### src/rtl/tbl_pkg.sv
package tbl_pkg;
   typedef enum logic [1:0] {
      FT_DATA   = 2'd0,
      FT_ORIGIN = 2'd1,
      FT_RUNOUT = 2'd2,
      FT_FIELD  = 2'd3
   } ftype_t;

   typedef enum logic [1:0] {
      PS_IDLE,
      PS_RUNOUT,
      PS_HIGH,
      PS_LOW
   } pstate_t;
endpackage

### src/rtl/tbl_framer.sv
module tbl_framer
   import tbl_pkg::*;
#(
   parameter int HALF_W  = 6,
   parameter int FIELD_W = 3,
   localparam int FRAME_W = HALF_W + 2,
   localparam int WORD_W  = 2 * HALF_W
) (
   input  logic               clk,
   input  logic               rst,
   input  logic               strobe,
   input  logic [FRAME_W-1:0] frame,
   output logic               ev_open,
   output logic               ev_word,
   output logic [WORD_W-1:0]  word,
   output logic               word_org,
   output logic [FRAME_W-1:0] word_hi,
   output logic [FRAME_W-1:0] word_lo,
   output logic               ev_field,
   output logic [FIELD_W-1:0] field_val,
   output logic               ev_trail
);
   initial assert (FIELD_W <= HALF_W) else $error("field does not fit in a half word");

   pstate_t            state_q, state_d;
   logic [FRAME_W-1:0] hi_q;
   ftype_t             kind;
   logic               between;

   always_comb begin
      kind      = ftype_t'(frame[FRAME_W-1 -: 2]);
      between   = (state_q == PS_RUNOUT) || (state_q == PS_HIGH);
      ev_open   = strobe && between && ((kind == FT_DATA) || (kind == FT_ORIGIN));
      ev_field  = strobe && between && (kind == FT_FIELD);
      ev_trail  = strobe && (state_q == PS_HIGH) && (kind == FT_RUNOUT);
      ev_word   = strobe && (state_q == PS_LOW);
      word      = {hi_q[HALF_W-1:0], frame[HALF_W-1:0]};
      word_org  = hi_q[HALF_W];
      word_hi   = hi_q;
      word_lo   = frame;
      field_val = frame[HALF_W-1 -: FIELD_W];
   end

   always_comb begin
      state_d = state_q;
      case (state_q)
         PS_IDLE:   if (strobe && kind == FT_RUNOUT) state_d = PS_RUNOUT;
         PS_RUNOUT: if (ev_open) state_d = PS_LOW;
         PS_HIGH: begin
            if (ev_open)       state_d = PS_LOW;
            else if (ev_trail) state_d = PS_RUNOUT;
         end
         PS_LOW:    if (strobe) state_d = PS_HIGH;
         default:   state_d = PS_IDLE;
      endcase
   end

   always_ff @(posedge clk) begin
      if (rst) begin
         state_q <= PS_IDLE;
         hi_q    <= '0;
      end else begin
         state_q <= state_d;
         if (ev_open) hi_q <= frame;
      end
   end

   // nothing before the first leader produces a word or a trailer
   a_r1_idle_silent: assert property (@(posedge clk) disable iff (rst)
      (state_q == PS_IDLE) |-> (!ev_word && !ev_trail && !ev_field));
   // a second frame always closes the pair
   a_r2_pair_closes: assert property (@(posedge clk) disable iff (rst)
      ev_word |=> (state_q == PS_HIGH));
endmodule

### src/rtl/tbl_store.sv
module tbl_store #(
   parameter int WORD_W  = 12,
   parameter int FIELD_W = 3,
   parameter int FRAME_W = 8
) (
   input  logic               clk,
   input  logic               rst,
   input  logic               ev_open,
   input  logic               ev_word,
   input  logic [WORD_W-1:0]  word,
   input  logic               word_org,
   input  logic [FRAME_W-1:0] word_hi,
   input  logic [FRAME_W-1:0] word_lo,
   input  logic               ev_field,
   input  logic [FIELD_W-1:0] field_val,
   input  logic               ev_trail,
   output logic               wr_en,
   output logic [FIELD_W-1:0] wr_field,
   output logic [WORD_W-1:0]  wr_addr,
   output logic [WORD_W-1:0]  wr_data,
   output logic               sum_en,
   output logic [FRAME_W-1:0] sum_hi,
   output logic [FRAME_W-1:0] sum_lo,
   output logic               pend_valid,
   output logic [WORD_W-1:0]  pend_word
);
   logic [WORD_W-1:0]  addr_q;
   logic [FIELD_W-1:0] field_q;
   logic               pend_q;
   logic [WORD_W-1:0]  pword_q;
   logic [FRAME_W-1:0] phi_q, plo_q;
   logic               commit, set_org;

   always_comb begin
      commit     = (ev_open || ev_field) && pend_q;
      set_org    = ev_word && word_org;
      sum_en     = commit || set_org;
      sum_hi     = set_org ? word_hi : phi_q;
      sum_lo     = set_org ? word_lo : plo_q;
      pend_valid = pend_q;
      pend_word  = pword_q;
   end

   always_ff @(posedge clk) begin
      if (rst) begin
         addr_q   <= '0;
         field_q  <= '0;
         pend_q   <= 1'b0;
         pword_q  <= '0;
         phi_q    <= '0;
         plo_q    <= '0;
         wr_en    <= 1'b0;
         wr_field <= '0;
         wr_addr  <= '0;
         wr_data  <= '0;
      end else begin
         wr_en <= commit;
         if (commit) begin
            wr_field <= field_q;
            wr_addr  <= addr_q;
            wr_data  <= pword_q;
            addr_q   <= addr_q + WORD_W'(1);
            pend_q   <= 1'b0;
         end
         if (ev_field) field_q <= field_val;
         if (ev_trail) pend_q <= 1'b0;
         if (set_org) addr_q <= word;
         if (ev_word && !word_org) begin
            pend_q  <= 1'b1;
            pword_q <= word;
            phi_q   <= word_hi;
            plo_q   <= word_lo;
         end
      end
   end

   // the word held at a trailer is never written
   a_r6_no_write_on_trailer: assert property (@(posedge clk) disable iff (rst)
      ev_trail |=> !wr_en);
   // every write advances the load address by one
   a_r3_addr_advance: assert property (@(posedge clk) disable iff (rst)
      commit |=> (addr_q == $past(addr_q) + WORD_W'(1)));
   // a field command alone contributes nothing to the sum
   a_r5_field_no_sum: assert property (@(posedge clk) disable iff (rst)
      (ev_field && !pend_q) |-> !sum_en);
endmodule

### src/rtl/tbl_sum.sv
module tbl_sum #(
   parameter int WORD_W   = 12,
   parameter int HALF_W   = 6,
   parameter int FRAME_W  = 8,
   parameter bit PER_BYTE = 1'b1
) (
   input  logic               clk,
   input  logic               rst,
   input  logic               add_en,
   input  logic [FRAME_W-1:0] add_hi,
   input  logic [FRAME_W-1:0] add_lo,
   input  logic               close,
   input  logic               close_chk,
   input  logic [WORD_W-1:0]  chk_val,
   output logic               seg_done,
   output logic               seg_ok
);
   initial assert (WORD_W > FRAME_W) else $error("frame wider than the sum");

   logic [WORD_W-1:0] sum_q, addend;

   generate
      if (PER_BYTE) begin : g_bytes
         always_comb addend = {{(WORD_W-FRAME_W){1'b0}}, add_hi}
                            + {{(WORD_W-FRAME_W){1'b0}}, add_lo};
      end else begin : g_words
         always_comb addend = {add_hi[HALF_W-1:0], add_lo[HALF_W-1:0]};
      end
   endgenerate

   always_ff @(posedge clk) begin
      if (rst) begin
         sum_q    <= '0;
         seg_done <= 1'b0;
         seg_ok   <= 1'b0;
      end else begin
         seg_done <= close && close_chk;
         seg_ok   <= close && close_chk && (sum_q == chk_val);
         if (close)       sum_q <= '0;
         else if (add_en) sum_q <= sum_q + addend;
      end
   end

   // the segment result is a single-cycle pulse
   a_r7_done_pulse: assert property (@(posedge clk) disable iff (rst)
      seg_done |=> !seg_done);
   // a pass is only reported together with the pulse
   a_r7_ok_with_done: assert property (@(posedge clk) disable iff (rst)
      seg_ok |-> seg_done);
   // the sum starts from zero after every trailer
   a_r8_sum_restart: assert property (@(posedge clk) disable iff (rst)
      close |=> (sum_q == '0));
endmodule

### src/rtl/tape_bin_loader.sv
module tape_bin_loader #(
   parameter int WORD_W       = 12,
   parameter int FIELD_W      = 3,
   parameter bit SUM_PER_BYTE = 1'b1,
   localparam int HALF_W  = WORD_W / 2,
   localparam int FRAME_W = HALF_W + 2
) (
   input  logic               clk,
   input  logic               rst,
   input  logic               frame_valid,
   input  logic [FRAME_W-1:0] frame_data,
   output logic               wr_en,
   output logic [FIELD_W-1:0] wr_field,
   output logic [WORD_W-1:0]  wr_addr,
   output logic [WORD_W-1:0]  wr_data,
   output logic               segment_done,
   output logic               checksum_ok
);
   initial assert (WORD_W % 2 == 0 && HALF_W >= 3) else $error("word width must be even and at least 6");

   logic               ev_open, ev_word, word_org, ev_field, ev_trail;
   logic [WORD_W-1:0]  word;
   logic [FRAME_W-1:0] word_hi, word_lo;
   logic [FIELD_W-1:0] field_val;
   logic               sum_en, pend_valid;
   logic [FRAME_W-1:0] sum_hi, sum_lo;
   logic [WORD_W-1:0]  pend_word;

   tbl_framer #(.HALF_W(HALF_W), .FIELD_W(FIELD_W)) i_framer (
      .clk(clk), .rst(rst), .strobe(frame_valid), .frame(frame_data),
      .ev_open(ev_open), .ev_word(ev_word), .word(word), .word_org(word_org),
      .word_hi(word_hi), .word_lo(word_lo), .ev_field(ev_field),
      .field_val(field_val), .ev_trail(ev_trail)
   );

   tbl_store #(.WORD_W(WORD_W), .FIELD_W(FIELD_W), .FRAME_W(FRAME_W)) i_store (
      .clk(clk), .rst(rst), .ev_open(ev_open), .ev_word(ev_word), .word(word),
      .word_org(word_org), .word_hi(word_hi), .word_lo(word_lo),
      .ev_field(ev_field), .field_val(field_val), .ev_trail(ev_trail),
      .wr_en(wr_en), .wr_field(wr_field), .wr_addr(wr_addr), .wr_data(wr_data),
      .sum_en(sum_en), .sum_hi(sum_hi), .sum_lo(sum_lo),
      .pend_valid(pend_valid), .pend_word(pend_word)
   );

   tbl_sum #(.WORD_W(WORD_W), .HALF_W(HALF_W), .FRAME_W(FRAME_W),
             .PER_BYTE(SUM_PER_BYTE)) i_sum (
      .clk(clk), .rst(rst), .add_en(sum_en), .add_hi(sum_hi), .add_lo(sum_lo),
      .close(ev_trail), .close_chk(pend_valid), .chk_val(pend_word),
      .seg_done(segment_done), .seg_ok(checksum_ok)
   );

   // a cycle without a strobe is followed by no write and no result
   a_r9_quiet_without_strobe: assert property (@(posedge clk) disable iff (rst)
      !frame_valid |=> (!wr_en && !segment_done));
endmodule

### config.mk
export PLATFORM = sky130hd
export DESIGN_NAME = tape_bin_loader
export DESIGN_NICKNAME = d
export VERILOG_FILES = /design/src/rtl/tbl_pkg.sv /design/src/rtl/tbl_framer.sv /design/src/rtl/tbl_store.sv /design/src/rtl/tbl_sum.sv /design/src/rtl/tape_bin_loader.sv
export SDC_FILE = /design/constraint.sdc
export NUM_CORES = 1
export LEC_CHECK = 0
export BUFFER_PORTS_ARGS = -buffer_cell sky130_fd_sc_hd__buf_2
export CORE_ASPECT_RATIO = 1.25
export CORE_MARGIN = 3
export CORE_UTILIZATION = 59
export DETAILED_ROUTE_END_ITERATION = 16
export GPL_TIMING_DRIVEN = 0
export PLACE_DENSITY = 0.84
export SYNTH_ARGS = -nofsm -noshare
export SYNTH_HDL_FRONTEND = slang
export SYNTH_SLANG_ARGS = --single-unit
### constraint.sdc
create_clock -name clk -period 4.25 [get_ports clk]
set_clock_uncertainty 0.1 [all_clocks]
set_input_delay 0.2125 -clock clk [delete_from_list [all_inputs] [get_ports clk]]
set_output_delay 0.2125 -clock clk [all_outputs]
set_load 0.01 [all_outputs]
* Yosys cells after proc, flatten, opt, wreduce, memory -nomap -nowiden
Index checks and enable logic that the tools add are counted.
** Storage, ports and cells
- Output and inout bits :: 30
- Bits in registers :: 96
** Cells by class
- Equality and inequality tests :: 11
- Add/sub/neg operators :: 3
- Reduce and logical (&&, ||, !) cells :: 23
- Muxes and demuxes :: 13
** Operators with widths (number)
- $mux 12 :: 2
- $mux 8 :: 2
- $add 12x1->12 const B :: 1
- $add 12x12->12 :: 1
- $eq 12x12->1 :: 1
- $logic_and 1x1->1 :: 12
- $mux 2 :: 5
- $add 8x8->9 :: 1
- $eq 2x2->1 const B :: 4
- $pmux 2 s4 :: 1
- $eq 2x1->1 const B :: 2
- $logic_not 2->1 :: 2
- $logic_or 1x1->1 :: 4
- $ne 2x1->1 const B :: 2
- $reduce_and 4->1 :: 1
- $mux 1 :: 3
- $ne 3x1->1 const B :: 1
- $reduce_bool 3->1 :: 1
- $ne 2x2->1 const B :: 1
- $reduce_bool 2->1 :: 1
- $reduce_or 2->1 :: 1
- $logic_not 1->1 :: 1

* Depth between registers and ports, before layout
Gate-level depths: netlist (run 1).
- Depth in word-level cells :: 9
- Depth in mapped cells :: 20
- Gate-level depth less buffers :: 18

* By module
From an unflattened synthesis (run 1), not the netlist that was laid out.
** Unflattened totals
- Cells, all modules :: 575
- Area, all modules :: 4857.2 um2
** By module, submodules not included
- tbl_store :: cells an instance 350, instances 1, area each 2911.5 um2
- tbl_sum :: cells an instance 143, instances 1, area each 1268.7 um2
- tbl_framer :: cells an instance 82, instances 1, area each 676.9 um2

* Worst setup path after synthesis (run 1)
No wires, ideal clock.
- Path kind :: flip-flop to flip-flop
- Start :: reg i_framer.state_q[1]
- End :: reg i_sum.sum_q[11]
- Period minus slack after synthesis :: 3.771 ns
- Data required time :: 4.080 ns
- Path slack :: 0.479 ns
- Stages on the path, launching flop included :: 21
- Setup time :: 0.070 ns
- Arrival :: 3.601 ns
- Cells stage by stage :: dfxtp_1 > ha_1 > and3_1 > clkbuf_1 > clkbuf_1 > nand2_1 > nand2_1 > ha_1 > inv_1 > fa_1 > nor2b_1 > o21ai_1 > a21oi_1 > a211oi_1 > nor3_1 > ha_1 > and4_1 > nand4_1 > nand3_1 > a31o_1 > a21oi_1
** Between the ends
- Longest elaborated chain between the ends :: 7
- Elaborated cells between the ends (all ways) :: 19
- Those cells by class :: add/sub (2); eq/ne (3); mux (2); reduce/logical (12)
** RTL lines
- start, declared :: RTL line tbl_framer.sv:25 : pstate_t state_q, state_d;
- start signal, assigned :: RTL line tbl_framer.sv:63 : state_q <= state_d;
- branches (longest 7 deep; another with $add 12x12->12)
- end signal, assigned :: RTL line tbl_sum.sv:40 : else if (add_en) sum_q <= sum_q + addend;
- end, declared :: RTL line tbl_sum.sv:20 : logic [WORD_W-1:0] sum_q, addend;
Parallel ways; which one is timed is not known.
A chain may end at the register's enable or synchronous reset.

* Worst setup path after layout (run 1)
- Start :: reg i_framer.state_q[1]
- End :: reg i_sum.sum_q[10]
Same word-level chain as after synthesis.

==> flow_summary.ini, run 1 <==
[cells_and_area]
final_common_cell = nand2_1
final_nets = 645
final_cell_mix = 173 x nand2_1, 84 x dfxtp_1, 66 x a21oi_1, 47 x buf_2, 25 x nor2_1
layout-drive-gt1-share_pct = 13.5
stdcell_area_sq_um = 4900
stdcell_count = 703
antenna_cells = 0
syn2layout_area_growth_pct = 12.0

[critical_path]
startpoint = i_framer.state_q[1]
worstPathRequired_ps = 4470
r2r_cells = 19
end_kind = register
cp-start-kind = register
rr_startpoint = i_framer.state_q[1]
crit_top_cell = nand2_1
path_class = register to register
cp_slowest_cell = dfxtp_1
cp_slowest_stage_delay_ps = 400
arrival_ps = 4200
crit_fanout = 10
cp_cell_sequence = ha_2 > and3_4 > clkbuf_4 > nand2_1 > nand2_1 > ha_1 > inv_1 > fa_1 > nor2b_1 > o21ai_1 > a21oi_1 > a211oi_1 > xnor2_1 > buf_4 > ha_1 > nand2_1 > o31a_1 > o311a_1 > nand2_1

[grt]
grtUsageTotal_pct = 27.4
grt_max_degree = 16
overflow = 0
grt_pass1_vias = 3962
antenna_found_initial = 0
grt_pass1_wl_um = 18300

[power]
irDropWorstVdd_mv = 0.251
pwr-share-seq_pct = 53.1
power.density_nw_per_um2 = 314
power_frac_clock_pct = 38.7
total_power_w = 0.00154
power_leakage_nw = 2.08
p_sw_share_pct = 27.2
p_comb_share_pct = 8.3
intPower_w = 0.00112
p_sw_w = 0.000419

[clock_network]
cts_tree = done
clock_path_buffers = 2
root_buffer = clkbuf_8
path_clk_slew_ps = 90
clock-sinks = 84
cts_buffers = 9
cts.htree.levels = 3
clock_latency_ps = 380

[worst_hold_path]
min_path_type = input port to register
hold_depth = 3
hold_start = frame_data[2]

[detailed_routing]
num_vias = 4068
dr.pass1.iters = 5
drt_wl_total_um = 11600
vias_per_cell = 5.79
drt-initial-drc-count = 278
ant_nets = 0
post_drt_wl_per_cell_um = 16.4
drc_errors = 0

[logic_synthesis]
synth_flop_cell = dfxtp_1
syn_area_sq_um = 4370
syn_area_per_cell_sq_um = 7.82
yosys-top-cells-area = dfxtp_1 38%, nand2_1 15%, a21oi_1 7.6%, ha_1 6.9%, xnor2_1 3.6%
synth_seq_area_share_pct = 38.5
ys_warn_count = 0
syn_nets = 596
synth-seq-cells = 84
synth_cell_type_count = 50
netlist.area_leader.share_pct = 38.5
synth_edf_count = 0
yosys.area.top_type = dfxtp_1
ys_async_sr_fraction_pct = 0
syn_inst = 559

[placed_design]
place_congestion = 0.916
placed_cell_area_sq_um = 4680
place_inst = 687
port_buffers = 38
dpl.hpwl_um = 8910

[sta]
period_needed_ps = 3980
worstMarginPinSlew_ps = 594
clock.fmax_mhz = 252
final-setup-viol-count = 0
hold_viol_final = 0
drv_slew = 0
max_slew_margin_pct = 60.4
min_period_over_period_pct = 93.5

[floorplan]
die_y_um = 102
io_pins = 41
row_count = 34
fp.dieW_um = 83
die_area_sq_um = 8490
coreArea_sq_um = 7060
initial_core_util_pct = 61.9

[status]
status = complete, no violations

[flow_run]
drv_cap = 0
==> registers in the layout, summed over array words and instances (netlist names) <==
| register | count |
|---|---|
| i_framer.word_hi | 8 |
| i_store.wr_field | 3 |
| i_store.pend_valid | 1 |
| i_store.wr_data | 12 |
| i_store.plo_q | 2 |
| i_sum.sum_q | 12 |
| i_store.wr_en | 1 |
| i_store.field_q | 3 |
| i_store.pend_word | 11 |
| i_store.addr_q | 12 |
| i_sum.seg_ok | 1 |
| i_sum.seg_done | 1 |
| i_store.wr_addr | 12 |
| i_framer.state_q | 2 |
| i_store.phi_q | 3 |
==> cells in the mapped netlist (5+ instances only) <==
cell type  instances
a211oi_1          14
a21oi_1           66
and3_1             5
buf_2              8
clkbuf_1          17
dfxtp_1           84
ha_1              24
inv_1             13
mux2i_1            5
nand2_1          173
nand3_1           13
nand4_1           13
nor2_1            25
nor3_1             5
xnor2_1           18
xor2_1            16
==> through the flow <==
| step | setup slack, ps | utilization (%) | hold slack [ps] | setup TNS [ps] |
|---|---|---|---|---|
| 2_1_floorplan | 479 | - | 248 | 0 |
| 5_1_grt | -4.00 | 69.4 | 27.7 | -4.00 |
| 6_report | 275 | 69.4 | 15.8 | 0 |
| 3_5_place_dp | -199 | 66.2 | 345 | -307 |
| 4_1_cts | 26.7 | 69.1 | 8.82 | 0 |
| 3_3_place_gp | -120 | 66.2 | 341 | -160 |
==> layer usage <==
| metal | share of wire, % | up-vias | GRT usage, % |
|---|---|---|---|
| met3 | 5.0 | 44 | 3.87 |
| met2 | 51 | 155 | 50.2 |
| li1 | - | 1995 | - |
| met1 | 38 | 1874 | 28.7 |
| met4 | 5.6 | 0 | 20.3 |
| met5 | 0 | - | 0 |
==> area by class of cell <==
cell class                      count  area, sq um
Clock inverter                      6         71.3
Inverter                           13         48.8
Tap cell                           90          113
Timing Repair Buffer               39          198
Clock buffer                       10          128
Fill cell                         591         2160
Sequential cell                    84         1680
Buffer                             28          135
Multi-Input combinational cell    433         2520
==> critical path: cells and delay by family, from the launching register on <==
kind	cells	cell delay, ps
flip-flops	1	400
AO/OA/AOI/OAI	5	1110
AND/OR/NAND/NOR	6	640
XOR/XNOR	1	170
adder cells (fa/ha/maj)	4	1080
buffers and inverters	3	430
==> power groups by stage <==
stage / Combinational, W / Sequential (W) / Clock, W
after global placement: 0.000120 / 0.000834 / 0
after floorplan: 0.0000899 / 0.000829 / 0
after detailed placement: 0.000126 / 0.000835 / 0
final: 0.000127 / 0.000817 / 0.000596
after CTS: 0.000127 / 0.000817 / 0.000598
after global routing: 0.000140 / 0.000819 / 0.000624
==> cells by family after synthesis <==
logic type | Yosys count | synth area share (%)
flops | 84 | 38.5
buf+inv | 42 | 4.12
mux | 5 | 1.14
fa+ha+maj | 26 | 7.78
xor+xnor | 34 | 6.81
compound gates | 110 | 15.5
simple gates | 258 | 26.2
==> path summary, 6_finish.rpt <==
check / slack [ps] / to
min reg2reg: 360 / i_store.wr_addr[8]
min: 20 / i_store.pend_word[2]
max reg2reg: 270 / i_sum.sum_q[10]
max: 270 / i_sum.sum_q[10]
==> repair_timing <==
item,in CTS,in global routing
resized for setup,2,12
buffers inserted,0,1
endpoints found under the setup margin,3,5
hold buffers,0,0
pin swaps,0,2
Note: power is estimated with default switching activity, not from simulation.
==> run 2, diff against run 1 <==
--- a/config.mk
+++ b/config.mk
@@ -5,11 +5,11 @@
 export SDC_FILE = /design/constraint.sdc
 export NUM_CORES = 1
 export LEC_CHECK = 0
-export BUFFER_PORTS_ARGS = -buffer_cell sky130_fd_sc_hd__buf_2
 export CORE_ASPECT_RATIO = 1.25
 export CORE_MARGIN = 3
-export CORE_UTILIZATION = 59
+export CORE_UTILIZATION = 63
 export DETAILED_ROUTE_END_ITERATION = 16
+export DONT_BUFFER_PORTS = 1
 export GPL_TIMING_DRIVEN = 0
 export PLACE_DENSITY = 0.84
 export SYNTH_ARGS = -nofsm -noshare
==> run 2 against run 1 <==
Compared with the run above:
- final cell count shrank 4.8%
- cell area fell by 2.7%
- critical path depth stayed put
- non-clock buffer count is 31 lower
- die area is 5.9% lower
- highest routed layer unchanged
- via count decreased by 1.5%
- combinational power about the same
- total power shrank 3.5%
==> flow_summary.ini, run 2 (synthesis gave the netlist of run 1 again) <==
[cells_and_area]
final_cell_mix = 173 x nand2_1, 83 x dfxtp_1, 65 x a21oi_1, 25 x nor2_1, 23 x ha_1
multi_input_area_sq_um = 2530
antenna_cells = 0
n_fill_cell = 538
final_nets = 614
final_common_cell = nand2_1
stdcell_area_sq_um = 4760
regArea_sq_um = 1680
syn2layout_area_growth_pct = 8.96
layout-drive-gt1-share_pct = 8.25
finish.utilization_pct = 71.7

[critical_path]
cp_slowest_stage_delay_ps = 390
critPathTopFamily = compound AO/OA/AOI/OAI gates
crit_top_cell = nand2_1
cp_cell_sequence = ha_2 > and3_4 > clkbuf_4 > nand2_1 > nand2_1 > ha_1 > inv_1 > fa_1 > nor2b_1 > o21ai_1 > a21oi_1 > a211oi_1 > xnor2_1 > buf_4 > ha_1 > nand2_1 > o31a_1 > o311a_1 > nand2_1
crit_fanout = 10
worstPathRequired_ps = 4470
cp_num_buf_inv = 3
cp-start-kind = register
arrival_ps = 4180
cp_slowest_cell = fa_1
end_kind = register
path_class = register to register

[sta]
clock.fmax_mhz = 253
setup_slack_ps = 290
period_needed_ps = 3960
fin_setup_tns_ps = 0
min_period_over_period_pct = 93.2
worstMarginPinSlew_ps = 599
drv_slew = 0
max_slew_margin_pct = 60.1
holdWs_ps = 33.0
hold_viol_final = 0
final-setup-viol-count = 0

[clock_network]
cts_buffers = 9
cts.htree.levels = 3
root_buffer = clkbuf_8
clock_path_buffers = 2
path_clk_slew_ps = 90
cts_tree = done
clock-sinks = 84
clock_latency_ps = 370

[detailed_routing]
drc_errors = 0
ant_nets = 0
drt_wl_total_um = 11700
dr.pass1.iters = 6
post_drt_wl_per_cell_um = 17.5
drt-initial-drc-count = 269
num_vias = 4009
vias_per_cell = 5.99

[floorplan]
die_y_um = 99.2
fp.dieW_um = 80.5
row_count = 33
initial_core_util_pct = 65.8
die_area_sq_um = 7980
coreArea_sq_um = 6650
io_pins = 41

[power]
irDropWorstVdd_mv = 0.323
pwr-share-seq_pct = 55.0
p_sw_share_pct = 28.3
power_leakage_nw = 1.90
power_frac_clock_pct = 36.5
power.density_nw_per_um2 = 312
p_comb_share_pct = 8.5
intPower_w = 0.00107
p_sw_w = 0.000421

[grt]
antenna_found_initial = 0
grt_pass1_wl_um = 18800
grt_pass1_vias = 3924
grt_max_degree = 17
grtUsageTotal_pct = 30.8
overflow = 0

[status]
status = complete, no violations

[flow_run]
drv_cap = 0

[placed_design]
place_congestion = 0.908
placed_cell_area_sq_um = 4480
place_ws_ps = -229
port_buffers = 0
dpl.hpwl_um = 8540

[worst_hold_path]
min_path_type = input port to register
## run 2: cell count changes in the layout (fill, tap and decap cells not counted)
cell,delta
a21oi_1,-1
a21oi_2,+1
buf_2,-39
bufinv_16,-1
clkbuf_1,-1
clkbuf_4,+1
clkinv_4,+1
clkinvlp_4,+1
dfxtp_1,-1
dfxtp_2,+1
dlygate4sd3_1,+7
## run 2: worst paths after layout
path | from | end | slack (ps) | depth (start not counted)
worst min-delay path | frame_data[7] | i_sum.seg_done | 30 | 2
worst min register to register | i_store.field_q[0] | i_store.wr_field[0] | 360 | 2
worst max register to register | i_framer.state_q[0] | i_sum.sum_q[10] | 290 | 19
worst max-delay path | i_framer.state_q[0] | i_sum.sum_q[10] | 290 | 19
## run 2: stage by stage
step                instances  total power [W]
floorplan                 559         0.000919
global placement          646         0.000944
detailed placement        646         0.000947
CTS                       669          0.00148
global route              669          0.00154
finish                    669          0.00149
## run 2: power by group through the flow
stage / Combinational, W / Clock [W] / Sequential (W)
detailed placement: 0.000113 / 0 / 0.000834
global placement: 0.000111 / 0 / 0.000833
global route: 0.000140 / 0.000579 / 0.000819
CTS: 0.000122 / 0.000547 / 0.000815
floorplan: 0.0000899 / 0 / 0.000829
finish: 0.000127 / 0.000543 / 0.000817
## run 2: per-layer routing
metal	vias up	GRT usage, %	share of wire [%]
li1	1937	-	-
met1	1881	34.7	38
met2	144	53.3	50
met3	47	6.52	7.1
met4	0	17.2	5.4
met5	-	0	0
## run 2: worst reg2reg max path: cells and delay by family, from the launching register on
kind                     cells  cell delay [ps]
XOR/XNOR                     1              170
flip-flops                   1              370
buffers and inverters        3              410
adder cells (fa/ha/maj)      4             1080
AND/OR/NAND/NOR              6              690
AO/OA/AOI/OAI                5             1100
## run 2: area by class of cell
type	count	share of cell area [%]
plain buffers	28	2.89
clock buffers	9	2.60
clock inverters	7	1.21
inverters	13	1.02
multi-input cells	433	53.0
flip-flops and latches	84	35.3
well taps	87	2.28
repair buffers	8	1.63
## run 2: timing repair
item / CTS / global route
pin swaps: 0 / 2
gates resized for setup: 3 / 13
hold endpoints to repair: 22 / 0
endpoints found under the setup margin: 4 / 5
hold buffers: 7 / 0
buffers inserted: 0 / 1
==> run 3, diff against run 2 <==
--- a/config.mk
+++ b/config.mk
@@ -11,7 +11,7 @@
 export DETAILED_ROUTE_END_ITERATION = 16
 export DONT_BUFFER_PORTS = 1
 export GPL_TIMING_DRIVEN = 0
-export PLACE_DENSITY = 0.84
+export PLACE_DENSITY = 0.88
 export SYNTH_ARGS = -nofsm -noshare
 export SYNTH_HDL_FRONTEND = slang
 export SYNTH_SLANG_ARGS = --single-unit
==> run 3 against run 2 <==
Compared with the run above:
- critical path depth unchanged
- setup slack worse by 9.9 ps
- via count increased by 1.6%
- combinational power barely moved
- die area did not move
- flip-flop and latch count unchanged
- final cell count decreased by 0.30%
- first-iteration DRC count grew 56%
- register-to-register slack barely moved
- clock-buffer cell count unchanged
- worst hold slack worse by 27 ps
- total power rose by 2.6%
- largest power group unchanged
==> flow_summary.ini, run 3 (synthesis gave the netlist of run 1 again) <==
[critical_path]
end_kind = register
cp_cell_sequence = ha_2 > and3_4 > clkbuf_4 > nand2_1 > nand2_1 > ha_1 > inv_1 > fa_1 > nor2b_1 > o21ai_1 > a21oi_2 > a211oi_1 > xnor2_1 > ha_1 > a21oi_1 > o21a_1 > nand3_1 > a31o_1 > a21oi_1
path_depth = 19
cp_slowest_cell = fa_1
critPathTopFamily = adder cells
path_class = register to register
arrival_ps = 4180
r2r_cells = 19
cp_slowest_stage_delay_ps = 410
crit_fanout = 10
cp_num_buf_inv = 2
cp-start-kind = register
worstPathRequired_ps = 4460

[cells_and_area]
final_common_cell = nand2_1
n_fill_cell = 523
final_cell_mix = 173 x nand2_1, 83 x dfxtp_1, 65 x a21oi_1, 25 x nor2_1, 22 x ha_1
syn2layout_area_growth_pct = 9.36
antenna_cells = 0
layout-drive-gt1-share_pct = 7.93
multi_input_area_sq_um = 2540
finish.utilization_pct = 71.9
final_nets = 613
regArea_sq_um = 1680
stdcell_area_sq_um = 4780

[clock_network]
cts.htree.levels = 3
cts_tree = done
clock_latency_ps = 370
cts_buffers = 9
root_buffer = clkbuf_8
clock-sinks = 84
clock_path_buffers = 2
path_clk_slew_ps = 90
post-cts-setup-buffers = 0

[sta]
worstMarginPinSlew_ps = 588
clock.fmax_mhz = 252
fin_setup_tns_ps = 0
max_slew_margin_pct = 60.8
final-setup-viol-count = 0
rsz0062_at_grt = false
min_period_over_period_pct = 93.4
holdWs_ps = 5.64
period_needed_ps = 3970
hold_viol_final = 0
drv_slew = 0

[status]
status = complete, no violations

[floorplan]
row_count = 33
die_area_sq_um = 7980
die_y_um = 99.2
coreArea_sq_um = 6650
io_pins = 41
fp.dieW_um = 80.5
initial_core_util_pct = 65.8

[placed_design]
dpl.hpwl_um = 8650
placed_cell_area_sq_um = 4480
port_buffers = 0
place_congestion = 0.894

[grt]
antenna_found_initial = 0
grtUsageTotal_pct = 31.6
overflow = 0
grt_max_degree = 16
grt_pass1_wl_um = 19400
grt_pass1_vias = 4084

[detailed_routing]
wirelength_met1_um = 4390
ant_nets = 0
drt-initial-drc-count = 419
post_drt_wl_per_cell_um = 17.9
vias_per_cell = 6.10
dr_wl_met2_um = 6070
wl_met3_um = 823
num_vias = 4072
dr.pass1.iters = 5
drc_errors = 0
top_layer = met4
drt_wl_total_um = 12000

[flow_run]
drv_cap = 0

[power]
total_power_w = 0.00153
irDropWorstVdd_mv = 0.253
power_leakage_nw = 1.89
power.density_nw_per_um2 = 319

[worst_hold_path]
min_path_type = input port to register
hold_depth = 2
## run 3: changes by cell type in the layout (fill, tap and decap cells not counted), sizes merged
cell    previous run  this run
buf               12        11
inv               16        15
clkinv             2         1
bufinv             0         1
## run 3: per-stage QoR
| step | cells | worst slack, ps |
|---|---|---|
| floorplan | 559 | 479 |
| global placement | 646 | -146 |
| detailed placement | 646 | -232 |
| CTS | 667 | 59.3 |
| global route | 667 | 20.3 |
| finish | 667 | 280 |
## run 3: worst paths after layout
| check | start | end | slack, ps |
|---|---|---|---|
| worst max-delay path | i_framer.state_q[0] | i_sum.sum_q[11] | 280 |
| worst min-delay path | frame_data[7] | i_sum.seg_done | 6 |
| worst max register to register | i_framer.state_q[0] | i_sum.sum_q[11] | 280 |
| worst min register to register | i_store.plo_q[6] | i_store.plo_q[6] | 360 |
## run 3: power by group
group / total [W] / switching, W / internal (W)
clock: 0.000579 / 0.000304 / 0.000275
sequential: 0.000817 / 0.0000170 / 0.000800
combinational: 0.000129 / 0.0000846 / 0.0000445
total: 0.00153 / 0.000406 / 0.00112
## run 3: layout make-up
type | count | area share [%]
multi-input cells | 433 | 53.1
clock buffers | 9 | 2.59
flip-flops and latches | 84 | 35.2
clock inverters | 6 | 1.54
inverters | 13 | 1.02
plain buffers | 28 | 2.80
repair buffers | 7 | 1.47
well taps | 87 | 2.28
## run 3: per-layer routing
layer | up-vias | GRT usage [%]
met5 | - | 0
met4 | 0 | 19.5
met3 | 62 | 7.43
met2 | 196 | 53.8
met1 | 1887 | 34.9
li1 | 1927 | -
## run 3: repair_timing
item                       CTS  global route
hold buffers                 7             0
setup endpoints to repair    4             5
resized for setup            3            10
pin swaps                    0             3
hold endpoints to repair    22             0
